## src/rtl/ep_dma_pkg.sv

```systemverilog
package ep_dma_pkg;
   typedef enum logic {
      CH_IDLE = 1'b0,
      CH_RUN  = 1'b1
   } ch_state_e;
endpackage

```

## src/rtl/ep_dma_dp.sv

```systemverilog
module ep_dma_dp #(
   parameter int ADDR_W     = 16,
   parameter int CNT_W      = 8,
   parameter int BEAT_BYTES = 4,
   parameter int BYTES_W    = $clog2(BEAT_BYTES + 1)
) (
   input  logic               clk,
   input  logic               rst_n,
   input  logic               load,
   input  logic [ADDR_W-1:0]  load_addr,
   input  logic [CNT_W-1:0]   load_size,
   input  logic               step,
   output logic [ADDR_W-1:0]  addr,
   output logic [CNT_W-1:0]   remain,
   output logic [BYTES_W-1:0] beat_bytes,
   output logic               last_beat,
   output logic               empty
);
   localparam logic [ADDR_W-1:0] ADDR_STEP = ADDR_W'(BEAT_BYTES);
   localparam logic [CNT_W-1:0]  CNT_BEAT  = CNT_W'(BEAT_BYTES);

   generate
      if (BEAT_BYTES == 1) begin : g_byte
         assign beat_bytes = BYTES_W'(1);
         assign last_beat  = (remain == CNT_W'(1));
      end else begin : g_word
         assign beat_bytes = (remain < CNT_BEAT) ? remain[BYTES_W-1:0]
                                                 : BYTES_W'(BEAT_BYTES);
         assign last_beat  = (remain <= CNT_BEAT);
      end
   endgenerate

   assign empty = (remain == '0);

   always_ff @(posedge clk or negedge rst_n) begin
      if (!rst_n) begin
         addr   <= '0;
         remain <= '0;
      end else if (load) begin
         addr   <= load_addr;
         remain <= load_size;
      end else if (step) begin
         addr   <= addr + ADDR_STEP;
         remain <= remain - CNT_W'(beat_bytes);
      end
   end
endmodule

```

## src/rtl/ep_dma_ctrl.sv

```systemverilog
module ep_dma_ctrl
   import ep_dma_pkg::*;
(
   input  logic clk,
   input  logic rst_n,
   input  logic cfg_en,
   input  logic ep_is_ctrl,
   input  logic bank_free,
   input  logic gnt,
   input  logic empty,
   input  logic last_beat,
   input  logic irq_en,
   input  logic val_en,
   output logic busy,
   output logic req,
   output logic step,
   output logic load_ok,
   output logic irq,
   output logic validate
);
   ch_state_e state_q, state_d;
   logic      en_q;
   logic      start;
   logic      done;

   assign start   = cfg_en && !en_q && !ep_is_ctrl && (state_q == CH_IDLE);
   assign busy    = (state_q == CH_RUN);
   assign req     = busy && cfg_en && bank_free;
   assign step    = req && gnt;
   assign load_ok = (state_q == CH_IDLE);
   assign done    = (start && empty) || (step && last_beat);

   always_comb begin
      state_d = state_q;
      unique case (state_q)
         CH_IDLE: if (start && !empty) state_d = CH_RUN;
         CH_RUN: begin
            if (!cfg_en)                state_d = CH_IDLE;
            else if (step && last_beat) state_d = CH_IDLE;
         end
         default: state_d = CH_IDLE;
      endcase
   end

   always_ff @(posedge clk or negedge rst_n) begin
      if (!rst_n) begin
         state_q  <= CH_IDLE;
         en_q     <= 1'b0;
         irq      <= 1'b0;
         validate <= 1'b0;
      end else begin
         state_q  <= state_d;
         en_q     <= cfg_en;
         irq      <= done && irq_en;
         validate <= done && val_en;
      end
   end
endmodule

```

## src/rtl/ep_dma_chan.sv

```systemverilog
module ep_dma_chan #(
   parameter int ADDR_W  = 16,
   parameter int CNT_W   = 8,
   parameter int DATA_W  = 32,
   parameter int BYTES_W = $clog2(DATA_W/8 + 1)
) (
   input  logic               clk,
   input  logic               rst_n,
   input  logic [ADDR_W-1:0]  cfg_addr,
   input  logic [CNT_W-1:0]   cfg_size,
   input  logic               cfg_load,
   input  logic               cfg_en,
   input  logic               cfg_end_val_en,
   input  logic               cfg_end_irq_en,
   input  logic               ep_is_ctrl,
   output logic               mem_req,
   output logic [ADDR_W-1:0]  mem_addr,
   input  logic               mem_gnt,
   input  logic [DATA_W-1:0]  mem_rdata,
   input  logic               ep_bank_free,
   output logic               ep_wr_en,
   output logic [DATA_W-1:0]  ep_wr_data,
   output logic [BYTES_W-1:0] ep_wr_bytes,
   output logic               ep_validate,
   output logic               sts_busy,
   output logic [ADDR_W-1:0]  sts_addr,
   output logic [CNT_W-1:0]   sts_remain,
   output logic               irq
);
   localparam int BEAT_BYTES = DATA_W / 8;

   generate
      if (DATA_W % 8 != 0 || DATA_W < 8) begin : g_bad_data
         $error("DATA_W must be a nonzero multiple of 8");
      end
      if ((BEAT_BYTES & (BEAT_BYTES - 1)) != 0) begin : g_bad_beat
         $error("DATA_W/8 must be a power of two");
      end
      if (CNT_W <= BYTES_W) begin : g_bad_cnt
         $error("CNT_W must exceed the beat byte-count width");
      end
      if (BYTES_W != $clog2(BEAT_BYTES + 1)) begin : g_bad_bw
         $error("BYTES_W must not be overridden");
      end
   endgenerate

   logic               load_ok, step, last_beat, empty;
   logic [BYTES_W-1:0] beat_bytes;

   ep_dma_ctrl u_ctrl (
      .clk       (clk),
      .rst_n     (rst_n),
      .cfg_en    (cfg_en),
      .ep_is_ctrl(ep_is_ctrl),
      .bank_free (ep_bank_free),
      .gnt       (mem_gnt),
      .empty     (empty),
      .last_beat (last_beat),
      .irq_en    (cfg_end_irq_en),
      .val_en    (cfg_end_val_en),
      .busy      (sts_busy),
      .req       (mem_req),
      .step      (step),
      .load_ok   (load_ok),
      .irq       (irq),
      .validate  (ep_validate)
   );

   ep_dma_dp #(
      .ADDR_W    (ADDR_W),
      .CNT_W     (CNT_W),
      .BEAT_BYTES(BEAT_BYTES),
      .BYTES_W   (BYTES_W)
   ) u_dp (
      .clk       (clk),
      .rst_n     (rst_n),
      .load      (cfg_load && load_ok),
      .load_addr (cfg_addr),
      .load_size (cfg_size),
      .step      (step),
      .addr      (sts_addr),
      .remain    (sts_remain),
      .beat_bytes(beat_bytes),
      .last_beat (last_beat),
      .empty     (empty)
   );

   assign mem_addr = sts_addr;

   always_ff @(posedge clk or negedge rst_n) begin
      if (!rst_n) begin
         ep_wr_en    <= 1'b0;
         ep_wr_data  <= '0;
         ep_wr_bytes <= '0;
      end else begin
         ep_wr_en <= step;
         if (step) begin
            ep_wr_data  <= mem_rdata;
            ep_wr_bytes <= beat_bytes;
         end
      end
   end
endmodule

```

## config.mk

```make
export PLATFORM = sky130hd
export DESIGN_NAME = ep_dma_chan
export DESIGN_NICKNAME = d
export VERILOG_FILES = /design/src/rtl/ep_dma_pkg.sv /design/src/rtl/ep_dma_dp.sv /design/src/rtl/ep_dma_ctrl.sv /design/src/rtl/ep_dma_chan.sv
export SDC_FILE = /design/constraint.sdc
export NUM_CORES = 1
export LEC_CHECK = 0
export ABC_AREA = 0
export BUFFER_PORTS_ARGS = -buffer_cell sky130_fd_sc_hd__buf_2
export CORE_ASPECT_RATIO = 1.1
export CORE_MARGIN = 5
export CORE_UTILIZATION = 25
export DETAILED_ROUTE_END_ITERATION = 12
export GPL_ROUTABILITY_DRIVEN = 0
export GPL_TIMING_DRIVEN = 0
export SLEW_MARGIN = 15
export SYNTH_ARGS = -nofsm -noshare
export SYNTH_HDL_FRONTEND = slang
export SYNTH_SLANG_ARGS = --single-unit
export TNS_END_PERCENT = 1
```

## constraint.sdc

```tcl
create_clock -name clk -period 4.86 [get_ports clk]
set_input_delay 0.729 -clock clk [delete_from_list [all_inputs] [get_ports clk]]
set_output_delay 0.729 -clock clk [all_outputs]
set_load 0.03 [all_outputs]
```

## Word-level counts from Yosys, hierarchy flattened

Cells that the tools add are included.

- Flip-flop bits (word level): 64
- Word-level logic and storage cells: 41

- Add/subtract/negate cells: 2
- Magnitude comparators: 2
- Muxes and demuxes: 9
- Bitwise gates (word level): 1
- Reduce and logical (&&, ||, !) cells: 18

Operator list:

| operator | count |
|---|---|
| $mux W16 | 2 |
| $add A16 B3 Y16 const B | 1 |
| $mux W8 | 2 |
| $logic_and A1 B1 Y1 | 12 |
| $le A8 B3 Y1 const B | 1 |
| $logic_not A8 Y1 | 1 |
| $lt A8 B3 Y1 const B | 1 |
| $sub A8 B3 Y8 | 1 |
| $logic_not A1 Y1 | 3 |
| $mux W1 | 3 |
| $mux W3 | 1 |
| $pmux W1 S2 | 1 |
| $reduce_bool A2 Y1 | 1 |
| $logic_or A1 B1 Y1 | 1 |
| $not A1 Y1 | 1 |

## Depth between registers and ports, before layout

Gate-level depths: netlist of run 1.

- Word-level depth: 7
- Gate-level depth with buffers: 8
- Mapped depth without buffers: 8

## By module

From an unflattened synthesis of run 1, not the netlist that was laid out.

- Cell total of the unflattened synthesis: 256
- Area total of the unflattened synthesis: 3165.5 µm²

By module, submodules not included:

| module | instances | cells each | area each (µm²) | sequential area each (µm²) |
|---|---|---|---|---|
| ep_dma_chan | 1 | 92 | 1605.3 | 900.9 |
| ep_dma_dp | 1 | 146 | 1372.6 | 600.6 |
| ep_dma_ctrl | 1 | 18 | 187.7 | 100.1 |

## Least setup slack after synthesis of run 1

Ideal clock, no wire load.

- Path kind: register to register
- From: reg u_dp.remain[5]
- To: reg u_dp.remain[4]
- Setup time: 77 ps
- Arrival: 2266 ps
- Slack: 2516 ps
- Cell stages (with the launch flop): 9
- Buffers on the path: 0
- Cell sequence: dfrtp_1 > or3_4 > or4_4 > nand2_1 > ha_1 > o21a_1 > a2111oi_2 > xnor2_1 > a21oi_1

- Longest elaborated chain between the ends: 5

RTL lines:

| item | RTL line | source |
|---|---|---|
| from (decl) | ep_dma_dp.sv:14 | `output logic [CNT_W-1:0] remain,` |
| from (signal assigned) | ep_dma_dp.sv:41 | `remain <= load_size;` |
| from (signal assigned) | ep_dma_dp.sv:44 | `remain <= remain - CNT_W'(beat_bytes);` |
| $lt A8 B3 Y1 | ep_dma_dp.sv:27 | `assign beat_bytes = (remain < CNT_BEAT) ? remain[BYTES_W-1:0]` |
| $mux W3 | ep_dma_dp.sv:27 |  |
| $sub A8 B3 Y8 | ep_dma_dp.sv:44 |  |
| $mux W8 | ep_dma_dp.sv:42 | `end else if (step) begin` |
| $mux W8 | ep_dma_dp.sv:39 | `end else if (load) begin` |

Every way passes these cells. The select of a mux whose other input is x is not followed.
A chain may end at the register's enable or synchronous reset.

## Worst setup path after layout of run 1

- From: reg u_dp.remain[5]
- To: reg u_dp.remain[2]

Same word-level chain as after synthesis.

==> metrics.yaml, run 1 <==
setup_path:
  start_kind: "flip-flop"
  r2r_start: "u_dp.remain[5]$_DFFE_PN0P_"
  worstSetupPathType: "reg2reg"
  ff2ff_path_depth: 7
  cp_data_arrival_time_ns: 2.59
  cp_data_required_time_ns: 5.08
  reg2reg_to: "u_dp.remain[2]$_DFFE_PN0P_"
  rrSetupSlack_ns: 2.48
  cp_max_fo: 6
  critical_path.endpoint_type: "flip-flop"
detailed_routing:
  ant_nets: 0
  vias: 2907
  wl_per_cell_um: 14.2
  wirelength_um: 9260
  vias_per_cell: 4.45
  drc: 0
  dr.pass1.iters: 4
  drtIter0Drc: 96
floorplan:
  placementRows: 42
  start_util: 0.254
  io_pins: 145
  die_x_um: 115
  die_h_um: 126
  core_sq_mm: 0.0120
  die_area_sq_mm: 0.0146
finish:
  fillers: 1239
  n_antenna_cell: 0
  final_cells: 653
  layout_commonest_cell: "buf_2"
  layout_common_cells: "148 x buf_2, 134 x nand2_1, 64 x dfrtp_1"
  drive_gt1_frac: 0.401
  syn_to_final_growth_pct: 40.0
  fin_util: 0.356
  final_nets: 561
clock_tree:
  path_clk_slew_ns: 0.06
  cts_setup_buffers: 0
  root_buffer: "clkbuf_16"
  cts_resized: 0
  cts.htree.levels: 3
  clock-sinks: 64
  cts_buffer_depth: 2
  cts_tree: "done"
  cts_buffers: 9
  clk_latency_ns: 0.32
  cts_hold_buffers: 0
logic_synthesis:
  ys.warnings.count: 0
  yosys-top-cells-area: "dfrtp_1 52%, nand2_1 16%, buf_4 4.2%"
  seq_area_frac_synth: 0.523
  ys_ff_latch: 64
  syn_nets: 405
  syn_inst: 338
  synthDistinctLibCells: 53
  yosys.area.top_type: "dfrtp_1"
  yosysTopAreaCellShare: 0.523
  synth.avg_cell_area_sq_um: 9.05
  syn_area_sq_mm: 0.00306
sta:
  max_slew_margin: 0.653
  min_period_over_period: 0.489
  holdWs_ns: 0.332
  min_period_ns: 2.38
  hold_violations: 0
  worstMarginPinSlew_ns: 0.516
  fmax_mhz: 421
  setup_viol: 0
  drv_slew: 0
  clock_skew_ns: 0.00563
  rsz0062_at_grt: "no"
  tns_ns: 0
global_routing:
  grt_usage: 0.127
  grt_pass1_vias: 2848
  grt_pass1_wl_um: 14600
  antenna_found_initial: 0
  grt_max_degree: 37
  overflow: 0
flow_run:
  drv_cap: 0
pwr:
  finalPower_mw: 1.98
  p_leak_nw: 2.24
  p_per_area_mw_per_mm2: 462
  ir_drop_mv: 0.188
placed_design:
  dpl.cell_count: 637
  io_buffers: 144
  dp_hpwl_um: 7100
outcome:
  run_status: "finished clean"
worst_hold_path:
  hold_path.class: "in2async"
per-stage QoR:
stage               setup WS [ns]  cell area (sq um)
finish                       2.48               4280
global route                 2.34               4280
CTS                          2.45               4280
detailed placement           2.47               4000
global placement             2.52               3970
floorplan                    2.52               3060
routing by layer:
layer	part of all wire	vias to the layer above	global-route usage	wire length (um)
met5	0	-	0	0
met4	0.0050	0	0.0331	46
met3	0.078	4	0.0499	719
met2	0.50	83	0.208	4670
met1	0.41	1398	0.156	3820
li1	-	1422	-	-
sequential cells by signal, indices dropped and copies added, names as in the netlist:
register         count
u_dp.addr           16
u_ctrl.irq           1
u_ctrl.validate      1
u_dp.remain          8
ep_wr_data          32
u_ctrl.en_q          1
ep_wr_en             1
ep_wr_bytes          3
u_ctrl.busy          1
kinds of logic after synthesis:
kind of cell    Yosys count  synth area share
compound gates           39            0.0904
xor+xnor                  6            0.0172
fa+ha+maj                 2           0.00818
buf+inv                  36            0.0720
flops                    64             0.523
mux                       2           0.00654
other cells               1           0.00123
simple gates            188             0.281
critical path: stages, from the launching register on:
cell	delay [ns]
dfrtp_1	0.46
or3_4	0.43
or4_4	0.47
nand2_1	0.10
ha_1	0.28
a211oi_1	0.08
a31o_1	0.20
o311ai_1	0.24
cell usage after synthesis (all sizes together):
master,number
nand2,134
dfrtp,64
buf,24
nor2,20
o21ai,13
nand3,9
clkbuf,8
nor3,7
xnor2,6
a21oi,5
nor4,5
inv,4
o311ai,4
nand4,3
or4,3
a22oi,2
ha,2
mux2i,2
nor4b,2
o211ai,2
a2111oi,1
a211oi,1
a221o,1
a22o,1
a2bb2oi,1
a311oi,1
a31o,1
a31oi,1
a32o,1
a32oi,1
and3,1
and4,1
conb,1
nand2b,1
nor2b,1
o21a,1
o221a,1
o22ai,1
or3,1
cell type report:
class / instances / area, sq um / area share
multi-input cells: 238 / 1240 / 0.289
plain buffers: 32 / 205 / 0.0479
well taps: 154 / 193 / 0.0450
flip-flops and latches: 64 / 1600 / 0.374
clock buffers: 9 / 225 / 0.0526
repair buffers: 145 / 743 / 0.173
clock inverters: 7 / 62.6 / 0.0146
inverters: 4 / 15.0 / 0.00350
report_power, final:
part           internal, mW  switching, mW  leakage [nW]
clock                 0.392          0.236         0.145
sequential            0.638         0.0848         0.800
combinational         0.198          0.428          1.30
total                  1.23          0.750          2.24
how the worst max path moves through the flow:
stage / from / to / slack [ns] / depth (start not counted)
after detailed placement: u_dp.remain[5]$_DFFE_PN0P_ / u_dp.remain[2]$_DFFE_PN0P_ / 2.47 / 7
after global routing: u_dp.remain[5]$_DFFE_PN0P_ / u_dp.remain[6]$_DFFE_PN0P_ / 2.34 / 8
after global placement: u_dp.remain[5]$_DFFE_PN0P_ / u_dp.remain[6]$_DFFE_PN0P_ / 2.52 / 8
after CTS: u_dp.remain[5]$_DFFE_PN0P_ / u_dp.remain[2]$_DFFE_PN0P_ / 2.45 / 7
final: u_dp.remain[5]$_DFFE_PN0P_ / u_dp.remain[2]$_DFFE_PN0P_ / 2.48 / 7
after floorplan: u_dp.remain[5]$_DFFE_PN0P_ / u_dp.remain[4]$_DFFE_PN0P_ / 2.52 / 8
Note: power is estimated with default switching activity, not from simulation.
==> run 2: changes to the inputs <==
- clock period: 4.86 -> 2.1 ns (I/O delays scaled with it)
==> run 2 against run 1 <==
Compared with the run above:
- the flow now finishes with violations (negative setup slack)
- critical path depth stayed put
- final cell count up 1.1%
- sequential share of layout area decreased by 0.76 points
- sequential power grew 130%
- die area did not move
- non-clock buffer count rose by 6
- critical path type unchanged
- largest power group unchanged
- highest routed layer is now met5
==> metrics.yaml, run 2 (synthesis gave the netlist of run 1 again) <==
setup_path:
  cp_max_fo: 5  # -1
  worstSetupPathType: "reg2reg"
  start_kind: "flip-flop"
  reg2reg_to: "u_dp.remain[2]$_DFFE_PN0P_"
  ff2ff_path_depth: 7  # unchanged
  critical_path.endpoint_type: "flip-flop"
  rrSetupSlack_ns: -0.01  # -2.50 ns
  r2r_start: "u_dp.remain[4]$_DFFE_PN0P_"
  cp_data_required_time_ns: 2.31  # -2.77 ns
  cp_data_arrival_time_ns: 2.32  # -0.27 ns
floorplan:
  die_area_sq_mm: 0.0146  # unchanged
  die_x_um: 115  # unchanged
  io_pins: 145  # unchanged
  placementRows: 42  # unchanged
  start_util: 0.254  # unchanged
  core_sq_mm: 0.0120  # unchanged
  die_h_um: 126  # unchanged
worst_hold_path:
  hold-path-cell-count: 3
  worstHoldStart: "mem_rdata[13]"
  holdPathEnd: "ep_wr_data[13]$_DFFE_PN0P_"
  hold_path.class: "in2reg"
finish:
  reg.largest.list: "ep_wr_data x32, u_dp.addr x16, u_dp.remain x8"
  regMostFlops: "ep_wr_data"
  fin_util: 0.364  # +0.00821
  layout_commonest_cell: "buf_2"
  drive_gt1_frac: 0.418  # +0.0170
  final_nets: 567  # +1.1%
  stdcell_area_sq_mm: 0.00438  # +2.3%
  largest_reg_flops: 32  # unchanged
  syn_to_final_growth_pct: 43.2
  layout_common_cells: "148 x buf_2, 133 x nand2_1, 61 x dfrtp_1"
  fillers: 1256  # +1.4%
outcome:
  violations: "negative setup slack"
  run_status: "finished, violations left"
sta:
  worstMarginPinSlew_ns: 0.578  # +0.0613 ns
  hold_violations: 0  # unchanged
  drv_slew: 0  # unchanged
  holdWs_ns: 0.183  # -0.149 ns
  setup_ws_ns: -0.0126  # -2.50 ns
  fmax_mhz: 473  # +12%
  setup_viol: 1  # +1
  min_period_ns: 2.11  # -0.264 ns
  clock_skew_ns: 0.00917  # +0.00354 ns
  rsz0062_at_grt: "yes"
  max_slew_margin: 0.612  # -0.0412
  min_period_over_period: 1.01  # +0.517
clock_tree:
  cts.htree.levels: 3  # unchanged
  path_clk_slew_ns: 0.06  # about the same
  cts_tree: "done"
  cts_buffers: 9  # unchanged
  clock-sinks: 64  # unchanged
  clk_latency_ns: 0.32  # about the same
  root_buffer: "clkbuf_16"
  cts_buffer_depth: 2  # unchanged
pwr:
  p_leak_nw: 2.27  # +1.3%
  p_per_area_mw_per_mm2: 1040  # +130%
  finalPower_mw: 4.57  # +130%
  ir_drop_mv: 0.525  # +180%
detailed_routing:
  drc: 0  # unchanged
  ant_nets: 0  # unchanged
  wirelength_um: 9440  # +1.9%
  dr.pass1.iters: 4  # unchanged
  drtIter0Drc: 72  # -25%
  wl_per_cell_um: 14.3  # +0.83%
  vias_per_cell: 4.41  # -0.99%
  vias: 2909  # +0.069%
global_routing:
  grt_max_degree: 36  # -2.7%
  antenna_found_initial: 2  # +2
  grt_usage: 0.133  # +0.00566
  grt_pass1_vias: 3084  # +8.3%
  overflow: 0  # unchanged
  grt_pass1_wl_um: 15300  # +4.6%
flow_run:
  drv_cap: 0  # unchanged
placed_design:
  dp_slack_ns: -0.211  # -2.68 ns
  place_area_sq_mm: 0.00400  # +0.13%
  dp_hpwl_um: 7210  # +1.5%
  io_buffers: 144  # unchanged
[run 2: report_power, final]
part           leakage (nW)  internal, mW  switching (mW)
clock                 0.145         0.889           0.514
sequential            0.797          1.48           0.189
combinational          1.33         0.483            1.02
[run 2: area by class of cell]
type                            instances  area, sq um  share of cell area
Antenna cell                            1         2.50            0.000571
Inverter                                4         15.0             0.00343
Tap cell                              154          193              0.0440
Multi-Input combinational cell        238         1290               0.293
Sequential cell                        64         1610               0.366
Buffer                                 32          205              0.0468
Clock buffer                           13          270              0.0617
Clock inverter                          3         15.0             0.00343
Timing Repair Buffer                  151          791               0.180
[run 2: routing by layer]
metal	track usage	wire [um]
met1	0.158	3760
met4	0.0483	110
met2	0.225	4810
met5	0	7
met3	0.0389	745
[run 2: worst max-delay path: stages, from the launching register on]
cell,delay [ns]
dfrtp_2,0.41
or3_4,0.39
or4_4,0.46
nand2_4,0.09
ha_4,0.16
a211oi_1,0.06
a31o_1,0.22
o311ai_2,0.23
[run 2: how the worst max path moves through the flow]
stage,startpoint,endpoint,slack [ns]
6_report,u_dp.remain[4]$_DFFE_PN0P_,u_dp.remain[2]$_DFFE_PN0P_,-0.01
5_1_grt,u_dp.remain[4]$_DFFE_PN0P_,u_dp.remain[2]$_DFFE_PN0P_,-0.10
4_1_cts,u_dp.remain[4]$_DFFE_PN0P_,u_dp.remain[2]$_DFFE_PN0P_,-0.13
3_5_place_dp,u_dp.remain[5]$_DFFE_PN0P_,u_dp.remain[4]$_DFFE_PN0P_,-0.21
3_3_place_gp,u_dp.remain[5]$_DFFE_PN0P_,u_dp.remain[2]$_DFFE_PN0P_,-0.21
2_1_floorplan,u_dp.remain[5]$_DFFE_PN0P_,u_dp.remain[0]$_DFFE_PN0P_,0.44
[run 2: per-stage QoR]
| stage | std cells | setup TNS (ns) |
|---|---|---|
| final | 660 | -0.0126 |
| after global routing | 660 | -0.228 |
| after CTS | 659 | -0.327 |
| after detailed placement | 637 | -0.594 |
| after global placement | 636 | -0.560 |
| after floorplan | 338 | 0 |
[run 2: what timing repair did]
action,CTS,global route
hold buffers,1,0
resized for setup,7,1
endpoints found under the hold margin,34,0
buffers inserted,5,0
endpoints found under the setup margin,3,3
pin swaps,5,4
==> run 3: changes to the inputs <==
- BUFFER_PORTS_ARGS: -buffer_cell sky130_fd_sc_hd__buf_2 -> default
- CORE_UTILIZATION: 25 -> 35
- DONT_BUFFER_PORTS: default -> 1
- GPL_ROUTABILITY_DRIVEN: 0 -> default
==> run 3 against run 2 <==
Compared with the run above:
- sequential share of layout area up 9.2 points
- via count fell by 19%
- fmax down 9.0%
- non-clock buffer count down 148
- worst hold slack got worse by 0.11 ns
- core utilization increased by 5.1 points
- the run still ends with negative setup slack left
- final cell count decreased by 29%
- die area down 26%
- clock skew fell by 0.00074 ns
- largest cell class unchanged
- global-route usage up 3.1 points
- clock-buffer cell count fell by 3
- register-to-register slack got worse by 0.21 ns
==> metrics.yaml, run 3 (synthesis gave the netlist of run 1 again) <==
outcome:
  run_status: "finished, violations left"
  violations: "negative setup slack"
finish:
  largest_reg_flops: 32  # unchanged
  register_area_sq_mm: 0.00161  # unchanged
  drive_gt1_frac: 0.174  # -0.244
  fillers: 841  # -33%
  reg.largest.list: "ep_wr_data x32, u_dp.addr x16, u_dp.remain x8"
  syn_to_final_growth_pct: 14.6
  layout_common_cells: "133 x nand2_1, 61 x dfrtp_1, 19 x nor2_1"
  n_antenna_cell: 0  # -1
  layout_commonest_cell: "nand2_1"
  multi_input_area_sq_mm: 0.00126  # -1.8%
  final_nets: 419  # -26%
  regMostFlops: "ep_wr_data"
setup_path:
  cp_max_fo: 6  # +1
  ff2ff_path_depth: 8  # +1
  cp_data_arrival_time_ns: 2.54  # +0.22 ns
  cp-endpoint: "u_dp.remain[6]$_DFFE_PN0P_"
  start_kind: "flip-flop"
  r2r_start: "u_dp.remain[5]$_DFFE_PN0P_"
  cp_data_required_time_ns: 2.32  # about the same
  rrSetupSlack_ns: -0.22  # -0.21 ns
  cp_cell_sequence: "or3_4 -> or4_4 -> nand2_4 -> ha_4 -> o21a_1 -> nor4b_2 -> mux2i_1 -> o21ai_1"
  worstSetupPathType: "reg2reg"
  critical_path.endpoint_type: "flip-flop"
  critPathMaxStageDelay_ns: 0.52  # +0.06 ns
  critPathLaunch: "u_dp.remain[5]$_DFFE_PN0P_"
  cp_slowest_cell: "dfrtp_2"
  reg2reg_to: "u_dp.remain[6]$_DFFE_PN0P_"
global_routing:
  grt_max_degree: 65  # +81%
  grt_usage: 0.164  # +0.0314
  grt_pass1_wl_um: 13600  # -11%
  overflow: 0  # unchanged
  grt_pass1_vias: 2474  # -20%
  antenna_found_initial: 0  # -2
flow_run:
  drv_cap: 0  # unchanged
placed_design:
  io_buffers: 0  # -100%
  dp_hpwl_um: 6190  # -14%
  gp_congestion: 0.784
  dp_slack_ns: -0.321  # -0.110 ns
clock_tree:
  cts_buffer_depth: 2  # unchanged
  cts_tree: "done"
  cts.htree.levels: 3  # unchanged
  root_buffer: "clkbuf_8"
  path_clk_slew_ns: 0.08  # +0.02 ns
  cts_buffers: 9  # unchanged
  clk_latency_ns: 0.34  # +0.02 ns
  clock-sinks: 64  # unchanged
sta:
  setup_viol: 3  # +2
  min_period_ns: 2.32  # +0.208 ns
  setup_ws_ns: -0.221  # -0.208 ns
  clock_skew_ns: 0.00843  # -0.000744 ns
  max_slew_margin: 0.624  # +0.0125
  rsz0062_at_grt: "yes"
  tns_ns: -0.616  # -0.604 ns
  fmax_mhz: 431  # -9.0%
  worstMarginPinSlew_ns: 0.563  # -0.0144 ns
  hold_violations: 0  # unchanged
  min_period_over_period: 1.11  # +0.0991
  drv_slew: 0  # unchanged
  holdWs_ns: 0.0695  # -0.114 ns
pwr:
  p_per_area_mw_per_mm2: 1150  # +11%
  p_leak_nw: 1.61  # -29%
  ir_drop_mv: 0.443  # -16%
worst_hold_path:
  hold_path.class: "in2reg"
detailed_routing:
  ant_nets: 0  # unchanged
  vias: 2368  # -19%
  drtIter0Drc: 172  # +140%
  dr.pass1.iters: 4  # unchanged
  wirelength_um: 8590  # -8.9%
  drc: 0  # unchanged
  wl_per_cell_um: 18.4  # +28%
  vias_per_cell: 5.06  # +15%
floorplan:
  core_sq_mm: 0.00845  # -30%
  die_h_um: 108  # -14%
  die_x_um: 99.2  # -14%
  placementRows: 35  # -17%
  die_area_sq_mm: 0.0107  # -26%
  io_pins: 145  # unchanged
  start_util: 0.362  # +0.108
-- run 3: power by group --
group | internal [mW] | leakage (nW) | switching [mW] | total, mW
Sequential | 1.47 | 0.797 | 0.750 | 2.22
Clock | 0.704 | 0.109 | 0.514 | 1.22
Combinational | 0.237 | 0.700 | 0.370 | 0.607
-- run 3: final cells by class --
| class | instances | share of cell area |
|---|---|---|
| clock buffer | 10 | 0.0393 |
| multi-input combinational | 238 | 0.360 |
| clock inverter | 6 | 0.0264 |
| tap | 111 | 0.0396 |
| buffer | 32 | 0.0585 |
| sequential | 64 | 0.458 |
| inverter | 4 | 0.00428 |
| timing repair buffer | 3 | 0.0136 |
-- run 3: metal layers --
metal | track usage | up-vias | wire length [um]
met2 | 0.256 | 86 | 4290
met1 | 0.216 | 1137 | 3620
met4 | 0.0624 | 0 | 124
met5 | 0 | - | 0
li1 | - | 1132 | -
met3 | 0.0477 | 13 | 565
-- run 3: worst min-delay path by stage --
stage                        from                          to  cells past startpoint
CTS                  mem_rdata[9]   ep_wr_data[9]$_DFFE_PN0P_                      2
floorplan                   rst_n  ep_wr_bytes[0]$_DFFE_PN0P_                      0
detailed placement          rst_n    u_dp.addr[9]$_DFFE_PN0P_                      0
global route        mem_rdata[13]  ep_wr_data[13]$_DFFE_PN0P_                      2
global placement            rst_n    u_dp.addr[9]$_DFFE_PN0P_                      0
finish              mem_rdata[12]  ep_wr_data[12]$_DFFE_PN0P_                      2
-- run 3: stage by stage --
stage          instance area (sq um)  cells  total power, mW   util
3_3_place_gp                    3200    449             2.80  0.379
6_report                        3510    468             4.04  0.415
4_1_cts                         3500    468             4.10  0.414
3_5_place_dp                    3200    449             2.82  0.379
5_1_grt                         3510    468             4.26  0.415
2_1_floorplan                   3070    338             2.65      -
-- run 3: timing repair --
item | CTS | global route
hold buffers | 3 | 0
pin swaps | 0 | 1
setup endpoints to repair | 4 | 12
hold endpoints to repair | 65 | 0
gates resized for setup | 4 | 2
setup buffers | 0 | 0
-- run 3: worst max-delay path, delay by kind of cell, from the launching register on --
kind	cells	cell delay [ns]
flip-flops	1	0.52
multiplexers	1	0.18
AO/OA/AOI/OAI	2	0.24
AND/OR/NAND/NOR	4	1.10
adder cells (fa/ha/maj)	1	0.17
